[src/rtl/sgq_pkg.sv]
package sgq_pkg;

  typedef enum logic [1:0] {
    OP_WRITE   = 2'd0,
    OP_BARRIER = 2'd1,
    OP_ZERO    = 2'd2
  } busOp_e;

  localparam logic [1:0] ACC_CACHEABLE = 2'd0;

  typedef struct packed {
    logic push;
    logic merge;
    logic pop;
  } qStrobe_t;

endpackage

[src/rtl/sgq_data.sv]
module sgq_data
  import sgq_pkg::*;
#(
  parameter int DEPTH       = 8,
  parameter int ADDR_W      = 32,
  parameter int WORD_BYTES  = 8,
  parameter int BLOCK_BYTES = 32,
  localparam int IDX_W  = (DEPTH > 1) ? $clog2(DEPTH) : 1,
  localparam int OFF_W  = $clog2(BLOCK_BYTES),
  localparam int LANES  = BLOCK_BYTES / WORD_BYTES,
  localparam int LANE_W = (LANES > 1) ? $clog2(LANES) : 1,
  localparam int BLK_W  = ADDR_W - OFF_W
) (
  input  logic                     clk,
  input  qStrobe_t                 strb,
  input  logic [IDX_W-1:0]         wrIdx,
  input  logic [IDX_W-1:0]         headIdx,
  input  logic [IDX_W-1:0]         youngIdx,
  input  busOp_e                   inOp,
  input  logic [1:0]               inType,
  input  logic [BLK_W-1:0]         inBlk,
  input  logic [LANE_W-1:0]        inLane,
  input  logic [WORD_BYTES*8-1:0]  inData,
  input  logic [WORD_BYTES-1:0]    inBe,
  output busOp_e                   headOp,
  output busOp_e                   youngOp,
  output logic [1:0]               youngType,
  output logic [BLK_W-1:0]         youngBlk,
  output logic [ADDR_W-1:0]        outAddr,
  output logic [BLOCK_BYTES*8-1:0] outData,
  output logic [BLOCK_BYTES-1:0]   outBe
);

  busOp_e                   opQ  [DEPTH];
  logic [1:0]               typQ [DEPTH];
  logic [BLK_W-1:0]         blkQ [DEPTH];
  logic [BLOCK_BYTES*8-1:0] datQ [DEPTH];
  logic [BLOCK_BYTES-1:0]   beQ  [DEPTH];

  logic [BLOCK_BYTES*8-1:0] placedData, mergedData;
  logic [BLOCK_BYTES-1:0]   placedBe;

  // Spread the narrow word onto its lane of the block.
  always_comb begin
    placedData = '0;
    placedBe   = '0;
    for (int l = 0; l < LANES; l++) begin
      if (inLane == LANE_W'(l)) begin
        placedData[l*WORD_BYTES*8 +: WORD_BYTES*8] = inData;
        placedBe[l*WORD_BYTES +: WORD_BYTES]       = inBe;
      end
    end
    if (inOp == OP_ZERO) begin
      placedData = '0;
      placedBe   = '1;
    end else if (inOp == OP_BARRIER) begin
      placedData = '0;
      placedBe   = '0;
    end
  end

  // Byte-wise overlay of the new store onto the youngest entry.
  generate
    for (genvar b = 0; b < BLOCK_BYTES; b++) begin : gMergeByte
      assign mergedData[b*8 +: 8] = placedBe[b] ? placedData[b*8 +: 8]
                                                : datQ[youngIdx][b*8 +: 8];
    end
  endgenerate

  always_ff @(posedge clk) begin
    if (strb.push) begin
      opQ[wrIdx]  <= inOp;
      typQ[wrIdx] <= inType;
      blkQ[wrIdx] <= inBlk;
      datQ[wrIdx] <= placedData;
      beQ[wrIdx]  <= placedBe;
    end
    if (strb.merge) begin
      datQ[youngIdx] <= mergedData;
      beQ[youngIdx]  <= beQ[youngIdx] | placedBe;
    end
  end

  assign headOp    = opQ[headIdx];
  assign youngOp   = opQ[youngIdx];
  assign youngType = typQ[youngIdx];
  assign youngBlk  = blkQ[youngIdx];
  assign outAddr   = {blkQ[headIdx], {OFF_W{1'b0}}};
  assign outData   = datQ[headIdx];
  assign outBe     = beQ[headIdx];

endmodule

[src/rtl/sgq_ctrl.sv]
module sgq_ctrl
  import sgq_pkg::*;
#(
  parameter int DEPTH       = 8,
  parameter int MAX_OUTST   = 15,
  parameter int BLK_W       = 27,
  localparam int IDX_W = (DEPTH > 1) ? $clog2(DEPTH) : 1,
  localparam int CNT_W = $clog2(DEPTH + 1),
  localparam int OST_W = $clog2(MAX_OUTST + 1)
) (
  input  logic             clk,
  input  logic             rstN,
  input  logic             inValid,
  input  logic             inBarrier,
  input  logic             inZero,
  input  logic             inCoherent,
  input  logic [1:0]       inType,
  input  logic [BLK_W-1:0] inBlk,
  input  logic             gatherEn,
  input  logic             outRdy,
  input  logic             busDone,
  input  busOp_e           headOp,
  input  busOp_e           youngOp,
  input  logic [1:0]       youngType,
  input  logic [BLK_W-1:0] youngBlk,
  output logic             inRdy,
  output logic             outValid,
  output qStrobe_t         strb,
  output logic [IDX_W-1:0] wrIdx,
  output logic [IDX_W-1:0] headIdx,
  output logic [IDX_W-1:0] youngIdx,
  output logic [CNT_W-1:0] qCount
);

  logic [IDX_W-1:0] headPtr, tailPtr;
  logic [CNT_W-1:0] count;
  logic [OST_W-1:0] outst;
  logic             accept, keep, isWrite, canMerge, issueCounted, retire;

  function automatic logic [IDX_W-1:0] nextIdx(input logic [IDX_W-1:0] p);
    return (p == IDX_W'(DEPTH - 1)) ? '0 : p + 1'b1;
  endfunction

  assign inRdy    = (count != CNT_W'(DEPTH));
  assign accept   = inValid && inRdy;
  assign isWrite  = !inBarrier && !inZero;
  assign keep     = inBarrier || (inZero ? inCoherent : (inType != ACC_CACHEABLE));
  assign youngIdx = (tailPtr == '0) ? IDX_W'(DEPTH - 1) : tailPtr - 1'b1;

  // Merge target must be a write beyond the head, same block and type.
  assign canMerge = gatherEn && isWrite && (count > CNT_W'(1)) &&
                    (youngOp == OP_WRITE) && (youngType == inType) &&
                    (youngBlk == inBlk);

  assign outValid = (count != '0) &&
                    ((headOp == OP_BARRIER) ? (outst == '0)
                                            : (outst != OST_W'(MAX_OUTST)));

  always_comb begin
    strb.push  = accept && keep && !canMerge;
    strb.merge = accept && keep && canMerge;
    strb.pop   = outValid && outRdy;
  end

  assign issueCounted = strb.pop && (headOp != OP_BARRIER);
  assign retire       = busDone && (outst != '0);

  always_ff @(posedge clk) begin
    if (!rstN) begin
      headPtr <= '0;
      tailPtr <= '0;
      count   <= '0;
      outst   <= '0;
    end else begin
      if (strb.push) tailPtr <= nextIdx(tailPtr);
      if (strb.pop)  headPtr <= nextIdx(headPtr);
      count <= count + CNT_W'(strb.push) - CNT_W'(strb.pop);
      outst <= outst + OST_W'(issueCounted) - OST_W'(retire);
    end
  end

  assign wrIdx   = tailPtr;
  assign headIdx = headPtr;
  assign qCount  = count;

endmodule

[src/rtl/store_gather_queue.sv]
module store_gather_queue
  import sgq_pkg::*;
#(
  parameter int DEPTH       = 8,
  parameter int MAX_OUTST   = 15,
  parameter int ADDR_W      = 32,
  parameter int WORD_BYTES  = 8,
  parameter int BLOCK_BYTES = 32,
  localparam int IDX_W  = (DEPTH > 1) ? $clog2(DEPTH) : 1,
  localparam int CNT_W  = $clog2(DEPTH + 1),
  localparam int OFF_W  = $clog2(BLOCK_BYTES),
  localparam int WOFF_W = $clog2(WORD_BYTES),
  localparam int LANES  = BLOCK_BYTES / WORD_BYTES,
  localparam int LANE_W = (LANES > 1) ? $clog2(LANES) : 1,
  localparam int BLK_W  = ADDR_W - OFF_W
) (
  input  logic                     clk,
  input  logic                     rstN,
  input  logic                     inValid,
  output logic                     inRdy,
  input  logic [ADDR_W-1:0]        inAddr,
  input  logic [WORD_BYTES*8-1:0]  inData,
  input  logic [WORD_BYTES-1:0]    inBe,
  input  logic [1:0]               inType,
  input  logic                     inBarrier,
  input  logic                     inZero,
  input  logic                     inCoherent,
  input  logic                     gatherEn,
  output logic                     outValid,
  input  logic                     outRdy,
  output logic [1:0]               outType,
  output logic [ADDR_W-1:0]        outAddr,
  output logic [BLOCK_BYTES*8-1:0] outData,
  output logic [BLOCK_BYTES-1:0]   outBe,
  input  logic                     busDone
);

  qStrobe_t         strb;
  busOp_e           inOp, headOp, youngOp;
  logic [1:0]       youngType;
  logic [BLK_W-1:0] youngBlk, inBlk;
  logic [LANE_W-1:0] inLane;
  logic [IDX_W-1:0] wrIdx, headIdx, youngIdx;
  logic [CNT_W-1:0] qCount;
  logic             unusedLowAddr;

  assign inBlk         = inAddr[ADDR_W-1:OFF_W];
  assign inLane        = inAddr[OFF_W-1:WOFF_W];
  assign unusedLowAddr = ^inAddr[WOFF_W-1:0];
  assign inOp          = inBarrier ? OP_BARRIER : (inZero ? OP_ZERO : OP_WRITE);
  assign outType       = headOp;

  sgq_ctrl #(
    .DEPTH(DEPTH), .MAX_OUTST(MAX_OUTST), .BLK_W(BLK_W)
  ) u_ctrl (
    .clk(clk), .rstN(rstN), .inValid(inValid), .inBarrier(inBarrier),
    .inZero(inZero), .inCoherent(inCoherent), .inType(inType), .inBlk(inBlk),
    .gatherEn(gatherEn), .outRdy(outRdy), .busDone(busDone),
    .headOp(headOp), .youngOp(youngOp), .youngType(youngType),
    .youngBlk(youngBlk), .inRdy(inRdy), .outValid(outValid), .strb(strb),
    .wrIdx(wrIdx), .headIdx(headIdx), .youngIdx(youngIdx), .qCount(qCount)
  );

  sgq_data #(
    .DEPTH(DEPTH), .ADDR_W(ADDR_W), .WORD_BYTES(WORD_BYTES),
    .BLOCK_BYTES(BLOCK_BYTES)
  ) u_data (
    .clk(clk), .strb(strb), .wrIdx(wrIdx), .headIdx(headIdx),
    .youngIdx(youngIdx), .inOp(inOp), .inType(inType), .inBlk(inBlk),
    .inLane(inLane), .inData(inData), .inBe(inBe), .headOp(headOp),
    .youngOp(youngOp), .youngType(youngType), .youngBlk(youngBlk),
    .outAddr(outAddr), .outData(outData), .outBe(outBe)
  );

endmodule

[config.mk]
export PLATFORM = sky130hd
export DESIGN_NAME = store_gather_queue
export DESIGN_NICKNAME = d
export VERILOG_FILES = /design/src/rtl/sgq_pkg.sv /design/src/rtl/sgq_data.sv /design/src/rtl/sgq_ctrl.sv /design/src/rtl/store_gather_queue.sv
export SDC_FILE = /design/constraint.sdc
export NUM_CORES = 2
export LEC_CHECK = 0
export BUFFER_PORTS_ARGS = -buffer_cell sky130_fd_sc_hd__clkbuf_2
export CAP_MARGIN = 10
export CORE_MARGIN = 1.5
export CORE_UTILIZATION = 55
export CTS_CLUSTER_SIZE = 14
export DETAILED_ROUTE_END_ITERATION = 6
export PLACE_DENSITY = 0.8
export SETUP_SLACK_MARGIN = 0.4
export SYNTH_ARGS = -nofsm -noshare
export SYNTH_HDL_FRONTEND = slang
export SYNTH_HIERARCHICAL = 1
export SYNTH_SLANG_ARGS = --single-unit
[constraint.sdc]
create_clock -name clk -period 7.6 [get_ports clk]
set_input_delay 0.76 -clock clk [delete_from_list [all_inputs] [get_ports clk]]
set_output_delay 0.76 -clock clk [all_outputs]
set_load 0.05 [all_outputs]
## Yosys cells after proc, flatten, opt, wreduce, memory -nomap -nowiden

Memory sizes are Yosys's and may differ from the RTL's. A register that Yosys moved wholly into a read port is not among the register bits.
Cells that the tools add are included.

| storage, ports and cells | value |
|---|---|
| register bits after elaboration | 14 |
| word-level logic and storage cells | 191 |
| memories kept | 5 |
| RAM bits | 2552 |
| output and inout bits | 324 |

Memory list:

| memory | depth | width | rd ports | clocked after Yosys merged registers in | write ports | line | source |
|---|---|---|---|---|---|---|---|
| u_data.datQ | 8 | 256 | 1 | 1 | 1 | sgq_data.sv:37 | `logic [BLOCK_BYTES*8-1:0] datQ [DEPTH];` |
| u_data.beQ | 8 | 32 | 2 | 1 | 1 | sgq_data.sv:38 | `logic [BLOCK_BYTES-1:0] beQ [DEPTH];` |
| u_data.blkQ | 8 | 27 | 2 | 1 | 1 | sgq_data.sv:36 | `logic [BLK_W-1:0] blkQ [DEPTH];` |
| u_data.opQ | 8 | 2 | 2 | 1 | 1 | sgq_data.sv:34 | `busOp_e opQ [DEPTH];` |
| u_data.typQ | 8 | 2 | 1 | 0 | 1 | sgq_data.sv:35 | `logic [1:0] typQ [DEPTH];` |

| cells by class | value |
|---|---|
| reductions and logical operators | 59 |
| equality and inequality tests | 45 |
| $lt $le $gt $ge | 1 |
| bitwise logic cells | 1 |
| mux-type cells | 69 |
| add/subtract/negate cells | 7 |

Operators by type and width:

| operator | number |
|---|---|
| two-way mux 256 bit | 3 |
| two-way mux 8 bit | 36 |
| two-way mux 64 bit | 4 |
| OR reduction 256 bit | 1 |
| two-way mux 32 bit | 4 |
| AND reduction 2 bit | 32 |
| two-way mux 3 bit | 13 |
| != test 1 bit, second input constant | 32 |
| bitwise OR 32 bit | 1 |
| OR reduction 32 bit | 1 |
| == test 27 bit | 1 |
| logical AND 1 bit | 14 |
| adder 4 x 1 -> 4 bit | 2 |
| != test 4 bit, second input constant | 2 |
| nonzero test 4 bit | 2 |
| subtractor 4 x 1 -> 4 bit | 2 |
| two-way mux 1 bit | 7 |
| adder 3 x 1 -> 3 bit, second input constant | 2 |
| == test 2 x 1 -> 1 bit, second input constant | 3 |
| == test 2 bit, second input constant | 3 |
| == test 3 bit, second input constant | 2 |
| > comparator 4 x 1 -> 1 bit, second input constant | 1 |
| zero test 2 bit | 2 |
| zero test 4 bit | 1 |
| 8 further kinds | 11 |

## Longest topological paths before layout

| depth | value |
|---|---|
| depth after elaboration | 13 |
| depth in mapped cells | 22 |

## By module

The synthesis kept the hierarchy.

Modules (own cells, without submodules):

| module | times used | cells an instance | area each (um^2) | sequential area each (um^2) |
|---|---|---|---|---|
| sgq_data | 1 | 5289 | 104741.7 | 76633.5 |
| sgq_ctrl | 1 | 149 | 1297.5 | 280.3 |
| store_gather_queue | 1 | 1 | 13.8 | 0.0 |

## Worst setup path before layout

No wires, ideal clock.

| timing | value |
|---|---|
| path type | flip-flop to flip-flop |
| from | reg u_ctrl.tailPtr[0], in the netlist u_ctrl/wrIdx[0] |
| to | mem u_data/datQ[2][240] (netlist name) (enable) |
| data required time | 7.216 ns |
| path slack | 0.999 ns |
| data arrival time | 6.217 ns |
| period minus slack after synthesis | 6.601 ns |
| cell stages (with the launch flop) | 22 |
| path buffers | 5 |
| path through | dfxtp_1 inv_1 ha_1 nor3_1 a21oi_1 buf_2 buf_4 buf_4 buf_2 a221oi_1 a21oi_1 a311o_1 xnor2_1 nand4_1 or4_4 nor4_4 nor2_2 nand2_1 nor3_1 nand2_1 buf_2 o21ai_0 |

RTL lines:

| item | line | source |
|---|---|---|
| from (decl) | sgq_ctrl.sv:35 | `logic [IDX_W-1:0] headPtr, tailPtr;` |
| from (signal assigned) | sgq_ctrl.sv:75 | `if (strb.push) tailPtr <= nextIdx(tailPtr);` |
| to (decl) | sgq_data.sv:37 |  |

==> results.md <==
* Global-route wire length before repair at 424 mm
* CTS tree: yes
* VDD IR max at 0.000258 V
* Hold Fails Final Rpt at 0
* Worst Path Max Fanout at 41
* Port Buf Inserts at 430
* DR vias/cell at 6.80
* Worst path most repeated cell: buf_4
* Buf/Inv on CP at 6
* CP max-delay cell: a21oi_4
* Num CTS Buffers at 236
* Antenna violations before repair at 27
* Setup slack, reg-to-reg at 0.61 ns
* Grt total ovfl at 0
* Most common cell after layout, fill and taps aside: edfxtp_1
* Max Root-Sink Buffers at 3
* Post-synthesis simple-gate area fraction at 2.15%
* CP Cell Sequence: inv_1 -> ha_1 -> a21oi_4 -> buf_12 -> inv_1 -> and2_1 -> a22oi_1 -> o21ai_0 -> xnor2_1 -> nand4_1 -> nor4_4 -> nor2b_1 -> buf_4 -> nand4_1 -> nand2_2 -> buf_4 -> o21ai_0 -> buf_4
* Period utilization at 91.9%
* Vias in the first global route at 58.8k
* # IOs at 439
* Post-route DRC at 0
* Critical Path Start Type: flip-flop
* Arrival time worst endpoint at 7.64 ns
* NumNets Final at 6070
* Die Area at 0.195 sq mm
* Overall die width at 442 microns
* Cell variety after synth at 62
* Core area at 0.191 sq mm
* Root Buffer: clkbuf_16
* Total of max-cap violations at 0
* Synth Area in Compound Gates at 4.01%
* Layout cells sized above 1 at 33.0%
* Hold WC Path Type: primary input to flip-flop
* Minimum clock period at 6.99 ns
* CP required at 8.25 ns
* Via count at 58.8k
* # clock sinks at 2566
* Final setup viols at 0
* Largest stage delay, worst path at 0.74 ns
* Commonest register cell after synthesis: edfxtp_1
* Largest family of logic cells by synthesized area: multiplexers
* Syn Area/Cell at 19.5 sq um
* Final Slew Violations at 0
* Adder-cell area share of the yosys netlist at 0.250%
* Share of synthesized registers carrying an async set or reset at 0%
* Gpl congestion at 0.834
* Postcts setup bufs at 0
* Post-DP HPWL at 182 mm
* Slew margin rel. at 12.1%
* Worst-path clk slew at 0.07 ns
* Drt pass-1 iters at 5
* Initial Util at 55.6%
* RSZ-0062 raised after global routing: no
* Worst setup path class: flip-flop to flip-flop
* CP delay by family, top: buffers and inverters
* CP Capture Type: flip-flop
* Total track usage at 30.6%
* TNS Setup at 0 ns
* Lkg Pwr at 39.9 nW
* Mux contribution to synthesized area at 18.9%
* Routed WL at 302 mm
* Synth Area in XOR/XNOR at 0.297%
* Synthesized instance count at 5439
* #FFs+latches synth at 2566
* YS warnings at 6
* Worst skew pair latency at 0.90 ns
* Post-synthesis sequential area ratio at 72.5%
* WL/cell at 34.9 microns
* Cell Pwr Density at 320 mW/mm^2
* Skew final at 0.0419 ns
* Syn-to-layout area delta at 12.2%
* Run status: completed
* Fmax at 143 MHz
* Post-Syn Area at 0.106 sq mm
* Worst-margin pin slew at 1.32 ns
* Final ANT Viol Nets at 0
* H-tree Lvls at 4
* Pin count of the biggest net entering global routing at 147
* Sequential Area at 0.0769 sq mm
* Number of cell rows at 160
* Number of synthesized flops with an enable pin at 2552
* Commonest cells after routing, fill and taps aside: edfxtp_1, mux4_2, clkbuf_2, mux2_2, nor2_1
* DRT iter0 DRCs at 8457
* Filler Cells Inserted at 12.5k
* Multi-input gate area at 0.0274 sq mm
* Final core utilization at 62.3%
* Die Ht at 442 microns
## layer usage
layer,vias up,part of all wire (%),track usage (%)
met5,-,0.055,0
met4,28,7.3,20.5
met3,825,12,7.91
met2,4472,47,47.1
met1,30173,34,38.8
li1,23346,-,-
## logic make-up (layout without fill, tap and decap cells)
logic type / Yosys count / count (layout)
AND/OR/NAND/NOR: 534 / 534
other: 1 / 22
AO/OA/AOI/OAI: 724 / 724
flip-flops: 2566 / 2566
adder cells (fa/ha/maj): 20 / 20
buffers and inverters: 414 / 1097
XOR/XNOR: 36 / 36
multiplexers: 1144 / 1144
## final cells by class
cell class,instances,share of cell area [%]
Clock buffer,297,5.25
Timing Repair Buffer,645,3.32
Sequential cell,2566,64.7
Multi-Input combinational cell,2463,23.0
Clock inverter,132,0.974
Inverter,23,0.0726
Tap cell,2511,2.64
Antenna cell,17,0.0358
## cell usage after synthesis, drive strengths merged, types with 12 or more instances
cell / n / share of area [%]
inv: 21 / 0.074
mux4: 650 / 14
a41oi: 23 / 0.33
a221oi: 13 / 0.11
o22ai: 68 / 0.40
nand2b: 14 / 0.083
nor2b: 12 / 0.078
nor2: 315 / 1.1
clkbuf: 195 / 0.69
edfxtp: 2552 / 72
ha: 18 / 0.21
buf: 196 / 1.1
and2: 13 / 0.077
xnor2: 17 / 0.14
o21ai: 526 / 2.5
dfxtp: 14 / 0.26
mux2: 336 / 3.6
mux2i: 158 / 1.5
xor2: 19 / 0.16
nand2: 118 / 0.42
a22oi: 24 / 0.17
or2: 32 / 0.19
a21oi: 15 / 0.071
## power by group
group	switching, mW	total (mW)	internal (mW)
Combinational	6.76	10.2	3.42
Sequential	0.221	16.4	16.2
Clock	5.13	11.5	6.36
## flip-flops by register name, summed over array words and instances, names as in the netlist
| register | count |
|---|---|
| u_ctrl/wrIdx | 3 |
| u_data/opQ | 16 |
| u_data/blkQ | 216 |
| u_data/datQ | 2048 |
| u_ctrl/outst | 4 |
| u_ctrl/headIdx | 3 |
| u_ctrl/qCount | 4 |
| u_data/beQ | 256 |
| u_data/typQ | 16 |
## worst paths after layout
| check | start | end | cells past startpoint |
|---|---|---|---|
| worst max-delay path | u_ctrl/wrIdx[0]$_SDFFE_PN0P_ | u_data/datQ[3][97]$_DFFE_PP_ | 18 |
| worst min-delay path | inAddr[29] | u_data/blkQ[4][24]$_DFFE_PP_ | 1 |
| worst max register to register | u_ctrl/wrIdx[0]$_SDFFE_PN0P_ | u_data/datQ[3][97]$_DFFE_PP_ | 18 |
| worst min register to register | u_ctrl/wrIdx[1]$_SDFFE_PN0P_ | u_ctrl/wrIdx[1]$_SDFFE_PN0P_ | 2 |
## repair_timing
action	4_1_cts	5_1_grt
setup endpoints to repair	0	5
hold buffers	0	0
gates resized for setup	0	1
## worst reg2reg max path, stage by stage, from the launching register on
cell	delay, ns
dfxtp_1	0.62
inv_1	0.13
ha_1	0.27
a21oi_4	0.74
buf_12	0.34
inv_1	0.21
and2_1	0.28
a22oi_1	0.23
o21ai_0	0.16
xnor2_1	0.30
nand4_1	0.27
nor4_4	0.43
nor2b_1	0.30
buf_4	0.20
nand4_1	0.41
nand2_2	0.19
buf_4	0.69
o21ai_0	0.66
buf_4	0.34
## stage by stage
step / setup slack (ns) / hold WS [ns] / cell area, sq um / power [mW] / std cells
final: 0.614 / 0.171 / 119000 / 38.1 / 8654
after global routing: 0.421 / 0.159 / 119000 / 39.0 / 8641
after CTS: 0.653 / 0.128 / 119000 / 38.2 / 8637
after detailed placement: 0.704 / 0.538 / 112000 / 26.8 / 8208
after global placement: 0.831 / 0.519 / 112000 / 26.6 / 8208
after floorplan: 0.999 / 0.444 / 106000 / 23.9 / 5443
Power figures use the tool's default switching activity.
